[src/rtl/ir_burst_tx.sv]
module ir_burst_tx #(
  parameter int CLK_HZ   = 24_000_000,
  parameter int DEPTH    = 16,
  parameter int LOW_MARK = 3,
  parameter int NOUT     = 4,
  parameter int HIGH_US  = 7,
  parameter int RST_CODE = 9
) (
  input  logic       clk,
  input  logic       rst_n,
  input  logic       wr_en,
  input  logic [7:0] wr_data,
  input  logic       eot_set,
  input  logic       urun_clr,
  input  logic       cfg_we,
  input  logic [4:0] cfg_carrier,
  input  logic [1:0] cfg_port,
  output logic [3:0] ir_out,
  output logic       busy,
  output logic [4:0] fifo_level,
  output logic       irq_low,
  output logic       irq_empty,
  output logic       irq_err,
  output logic       underrun
);
  localparam int TICK_DIV  = CLK_HZ / 100_000;
  localparam int HIGH_CLKS = ((CLK_HZ / 1000) * HIGH_US + 500) / 1000;
  localparam int AW = $clog2(DEPTH);
  localparam int LW = $clog2(DEPTH + 1);
  localparam int TW = $clog2(TICK_DIV);
  localparam int PW = $clog2(CLK_HZ / 29_000 + 1);
  localparam int SW = $clog2(NOUT);

  function automatic int code_hz(input int c);
    if (c <= 2) return 58_000 + c * 1000;
    if (c >= 30) return 56_900;
    return (c + 27) * 1000;
  endfunction

  logic [PW-1:0] per_tab [32];
  for (genvar g = 0; g < 32; g++) begin : g_per
    assign per_tab[g] = PW'((CLK_HZ + code_hz(g) / 2) / code_hz(g));
  end

  logic [7:0]    mem [DEPTH];
  logic [AW-1:0] wp, rp;
  logic [LW-1:0] count;
  logic          active, is_space, eot_flag;
  logic [6:0]    run_left;
  logic [TW-1:0] tick_cnt;
  logic [PW-1:0] car_cnt;
  logic [4:0]    car_code;
  logic [SW-1:0] port_sel;

  wire [7:0] head     = mem[rp];
  wire       push     = wr_en && (count != LW'(DEPTH));
  wire       tick_end = (tick_cnt == TW'(TICK_DIV - 1));
  wire       run_end  = active && tick_end && (run_left == 7'd0);
  wire       pop      = (count != '0) && (!active || run_end);
  wire       msg_end  = run_end && (count == '0);
  wire       car_wrap = (car_cnt == per_tab[car_code] - PW'(1));

  always_ff @(posedge clk) begin
    if (push) mem[wp] <= wr_data;
  end

  always_ff @(posedge clk or negedge rst_n) begin
    if (!rst_n) begin
      wp    <= '0;
      rp    <= '0;
      count <= '0;
    end else begin
      if (push) wp <= (wp == AW'(DEPTH - 1)) ? '0 : wp + 1'b1;
      if (pop)  rp <= (rp == AW'(DEPTH - 1)) ? '0 : rp + 1'b1;
      case ({push, pop})
        2'b10:   count <= count + 1'b1;
        2'b01:   count <= count - 1'b1;
        default: count <= count;
      endcase
    end
  end

  always_ff @(posedge clk or negedge rst_n) begin
    if (!rst_n) begin
      active   <= 1'b0;
      is_space <= 1'b1;
      run_left <= '0;
      tick_cnt <= '0;
      car_cnt  <= '0;
    end else if (pop) begin
      active   <= 1'b1;
      is_space <= head[7];
      run_left <= head[6:0];
      tick_cnt <= '0;
      car_cnt  <= '0;
    end else if (active) begin
      if (run_end) active <= 1'b0;
      tick_cnt <= tick_end ? '0 : tick_cnt + 1'b1;
      if (tick_end && run_left != 7'd0) run_left <= run_left - 1'b1;
      car_cnt <= car_wrap ? '0 : car_cnt + 1'b1;
    end
  end

  always_ff @(posedge clk or negedge rst_n) begin
    if (!rst_n) begin
      eot_flag <= 1'b0;
      underrun <= 1'b0;
      car_code <= 5'(RST_CODE);
      port_sel <= '0;
    end else begin
      if (eot_set)      eot_flag <= 1'b1;
      else if (msg_end) eot_flag <= 1'b0;
      if (msg_end && !eot_flag) underrun <= 1'b1;
      else if (urun_clr)        underrun <= 1'b0;
      if (cfg_we && !active) begin
        car_code <= cfg_carrier;
        port_sel <= cfg_port;
      end
    end
  end

  assign ir_out     = (active && !is_space && car_cnt < PW'(HIGH_CLKS))
                      ? (NOUT'(1) << port_sel) : '0;
  assign busy       = active;
  assign fifo_level = count;
  assign irq_low    = (count <= LW'(LOW_MARK));
  assign irq_empty  = (count == '0) && !active;
  assign irq_err    = underrun;

  a_r4_one_output: assert property (@(posedge clk) disable iff (!rst_n)
    $onehot0(ir_out));

  a_r7_cfg_frozen: assert property (@(posedge clk) disable iff (!rst_n)
    (active && $past(active)) |-> ($stable(car_code) && $stable(port_sel)));

  a_r2_no_overflow: assert property (@(posedge clk) disable iff (!rst_n)
    count <= LW'(DEPTH));

  a_r9_underrun_sticky: assert property (@(posedge clk) disable iff (!rst_n)
    ($past(underrun) && !$past(urun_clr)) |-> underrun);

  a_r8_eot_no_underrun: assert property (@(posedge clk) disable iff (!rst_n)
    $rose(underrun) |-> !$past(eot_flag));
endmodule

[config.mk]
export PLATFORM = sky130hd
export DESIGN_NAME = ir_burst_tx
export DESIGN_NICKNAME = d
export VERILOG_FILES = /design/src/rtl/ir_burst_tx.sv
export SDC_FILE = /design/constraint.sdc
export NUM_CORES = 1
export LEC_CHECK = 0
export ABC_AREA = 1
export BUFFER_PORTS_ARGS = -buffer_cell sky130_fd_sc_hd__buf_4
export CAP_MARGIN = 20
export CORE_MARGIN = 1
export CORE_UTILIZATION = 55
export DETAILED_ROUTE_END_ITERATION = 7
export GPL_TIMING_DRIVEN = 0
export PLACE_DENSITY = 0.72
export REMOVE_ABC_BUFFERS = 1
export SLEW_MARGIN = 20
export SYNTH_ARGS = -nofsm -noshare
export SYNTH_HDL_FRONTEND = slang
export SYNTH_SLANG_ARGS = --single-unit
export TNS_END_PERCENT = 5
[constraint.sdc]
create_clock -name clk -period 3 [get_ports clk]
set_input_delay 0 -clock clk [delete_from_list [all_inputs] [get_ports clk]]
set_output_delay 0 -clock clk [all_outputs]
set_load 0.05 [all_outputs]
==> flow_summary.yaml <==
detailed_routing:
  avgRoutedWirePerCell_microns: 15.7
  dr.pass1.iters: 5
  routed_via_density: 5.48
  vias: 6317
  drc_errors: 0
  drt_iter0_markers: 607
  wirelength_microns: 18100
  ant_nets: 0
critical_path:
  crit_fanout: 7
  critPathArrivalTime_ps: 3150
  startpoint_type: "flip-flop"
  worstSetupStartpoint: "car_code[0]"
  required_ps: 3320
  crit_chain: "clkinvlp_4 > buf_4 > ha_1 > nand2_1 > nand3_2 > nand3_2 > nand2_4 > inv_1 > ha_2 > inv_1 > nor2_4 > nand3_1 > nand2_1 > nand2_1 > nand2_1 > nand2_1 > nor2_4 > nand3_4 > nand2_1 > nand2_1"
  worstSetupPathType: "reg2reg"
  slowest_stage: "dfstp_2"
  cp-end-kind: "flip-flop"
  slowest_delay_ps: 570
  r2r-start: "car_code[0]"
  cp_common_cell: "nand2_1"
pwr:
  p_leak_nw: 4.06
  ir_worst_vdd_uv: 605
  power.density_nw_per_um2: 756
  finalPower_mw: 7.66
synth:
  syn_inst: 880
  synth.largest_area_cell: "edfxtp_1"
  synthFlopType: "edfxtp_1"
  synthTopCellsByArea: "edfxtp_1 (43%), dfrtp_1 (13%), nand2_1 (7.3%)"
  async_reset_ff_share_pct: 27.7
  synth_seq_cells: 177
  synth_top_cell_area_share_pct: 43.5
  synth_warnings: 0
  synth.avg_cell_area_sq_um: 10.0
  ys_seq_area_share_pct: 57.4
  synthDistinctLibCells: 50
  synth_edf_count: 128
  syn_area_sq_um: 8840
final_layout:
  fin_nets: 973
  area_growth_pct: 14.5
  mostFrequentLayoutCells: "nand2_1 (169), nor2_1 (128), edfxtp_1 (128), inv_1 (54), nand3_1 (49)"
  fillers: 1241
  num_antenna_cells: 0
  final_common_cell: "nand2_1"
  drive_above_1_share_pct: 16.5
cts:
  cts.sinks: 177
  htreeDepth: 4
  clk_pin_slew_ps: 60
  cts_buffer_depth: 2
  clk_latency_ps: 430
  cts_root_buf: "clkbuf_16"
  cts_made_buffers: 17
  cts_tree: "built"
place:
  dp_slack_ps: -571
  hpwl_microns: 11800
  port_buffers: 34
  place.gp.congestion: 0.841
timing:
  timing.max_slew.rel_slack_pct: 37.2
  drv_slew: 0
  fin_ws_ps: 169
  worst_pin_slew_ps: 939
  setup_viol: 0
  grt_setup_unrepaired: "true"
  period_minus_slack_ps: 2830
  final_hold_viol_count: 0
  fin_crit_sh_pct: 94.4
  fin_skew_ps: 6.60
  max_freq_mhz: 353
  tns_ps: 0
floorplanning:
  placementRows: 45
  die_h_microns: 129
  start_util_pct: 57.3
  coreArea_sq_um: 15400
  die_area_sq_um: 16600
  fp.dieW_microns: 129
  ioPinCount: 35
global_routing:
  grt_pass1_vias: 5947
  grt_pass1_wl_microns: 29400
  grt-ovfl-total: 0
  grt_usage_pct: 23.4
  grt_max_degree: 69
  antenna_found_initial: 0
run_status:
  status: "completed"
worst_hold_path:
  hp-class: "in2reg"
  hold_start: "cfg_we"
run:
  drv_cap: 0
[per-layer routing]
| metal | part of all wire [%] | global-route usage, % | up-vias |
|---|---|---|---|
| met4 | 2.2 | 9.07 | 0 |
| li1 | - | - | 3126 |
| met5 | 0 | 0 | - |
| met2 | 46 | 36.3 | 133 |
| met1 | 48 | 33.1 | 3026 |
| met3 | 4.0 | 3.95 | 32 |
[cell type report]
cell class                      count  area, sq um  area share, %
Timing Repair Buffer               64          551           5.44
Inverter                           69          274           2.71
Clock inverter                     12          145           1.43
Tap cell                          211          264           2.61
Clock buffer                       20          467           4.61
Multi-Input combinational cell    600         3340           33.0
Sequential cell                   177         5080           50.2
[critical path, delay by kind of cell, from the launching register on]
kind,cells,cell delay (ps)
buf+inv,4,460
flops,1,570
fa+ha+maj,2,390
simple gates,14,1290
[power by group]
group	total, mW	internal, mW	switching [mW]	leakage (nW)
logic	2.03	0.735	1.29	2.03
registers	3.38	3.01	0.362	1.73
clock network	2.25	1.31	0.940	0.300
total	7.66	5.06	2.60	4.06
[what timing repair did]
item / in CTS / in global routing
hold buffers: 18 / 0
gates resized for setup: 6 / 11
setup endpoints to repair: 14 / 11
buffers inserted: 5 / 5
endpoints found under the hold margin: 185 / 0
pin swaps: 0 / 4
gates cloned: 0 / 1
[cell families after synthesis]
group | Yosys count | share of synthesized area, %
adders and majority gates | 23 | 3.34
DFF | 177 | 57.4
buffers and inverters | 104 | 5.58
AOI/OAI and AO/OA | 124 | 8.83
and+or+nand+nor | 425 | 22.0
xor gates and xnor gates | 14 | 1.39
muxes | 13 | 1.47
[state kept, by name, indices dropped and copies added (netlist names)]
register / flops
is_space: 1
irq_err: 1
wp: 4
busy: 1
mem: 128
car_code: 5
fifo_level: 5
rp: 4
car_cnt: 10
run_left: 7
eot_flag: 1
port_sel: 2
tick_cnt: 8
[synthesized netlist by cell type, types with 13 or more instances]
master	instances
a21oi_1	24
clkbuf_1	19
dfrtp_1	46
edfxtp_1	128
ha_1	22
inv_1	57
mux2i_1	13
nand2_1	172
nand2_2	15
nand3_1	49
nor2_1	130
nor3_1	15
o21ai_0	46
o221ai_1	13
o32ai_1	17
[through the flow]
| step | utilization (%) | cell area (sq um) | hold WS, ps | instances |
|---|---|---|---|---|
| 2_1_floorplan | - | 8610 | -296 | 845 |
| 3_3_place_gp | 59.2 | 9130 | 66.8 | 1090 |
| 3_5_place_dp | 59.5 | 9180 | 66.9 | 1092 |
| 4_1_cts | 65.0 | 10000 | 90.7 | 1147 |
| 5_1_grt | 65.6 | 10100 | 154 | 1153 |
| 6_report | 65.6 | 10100 | 104 | 1153 |
[worst paths after layout]
check	endpoint	slack, ps	cells after the start
max	car_cnt[0]	170	20
min	car_code[3]	100	4
max reg2reg	car_cnt[0]	170	20
min reg2reg	irq_err	450	1
max in group asynchronous	rp[0]	2370	2
min in group asynchronous	fifo_level[0]	150	2
(Power assumes the default switching activity.)
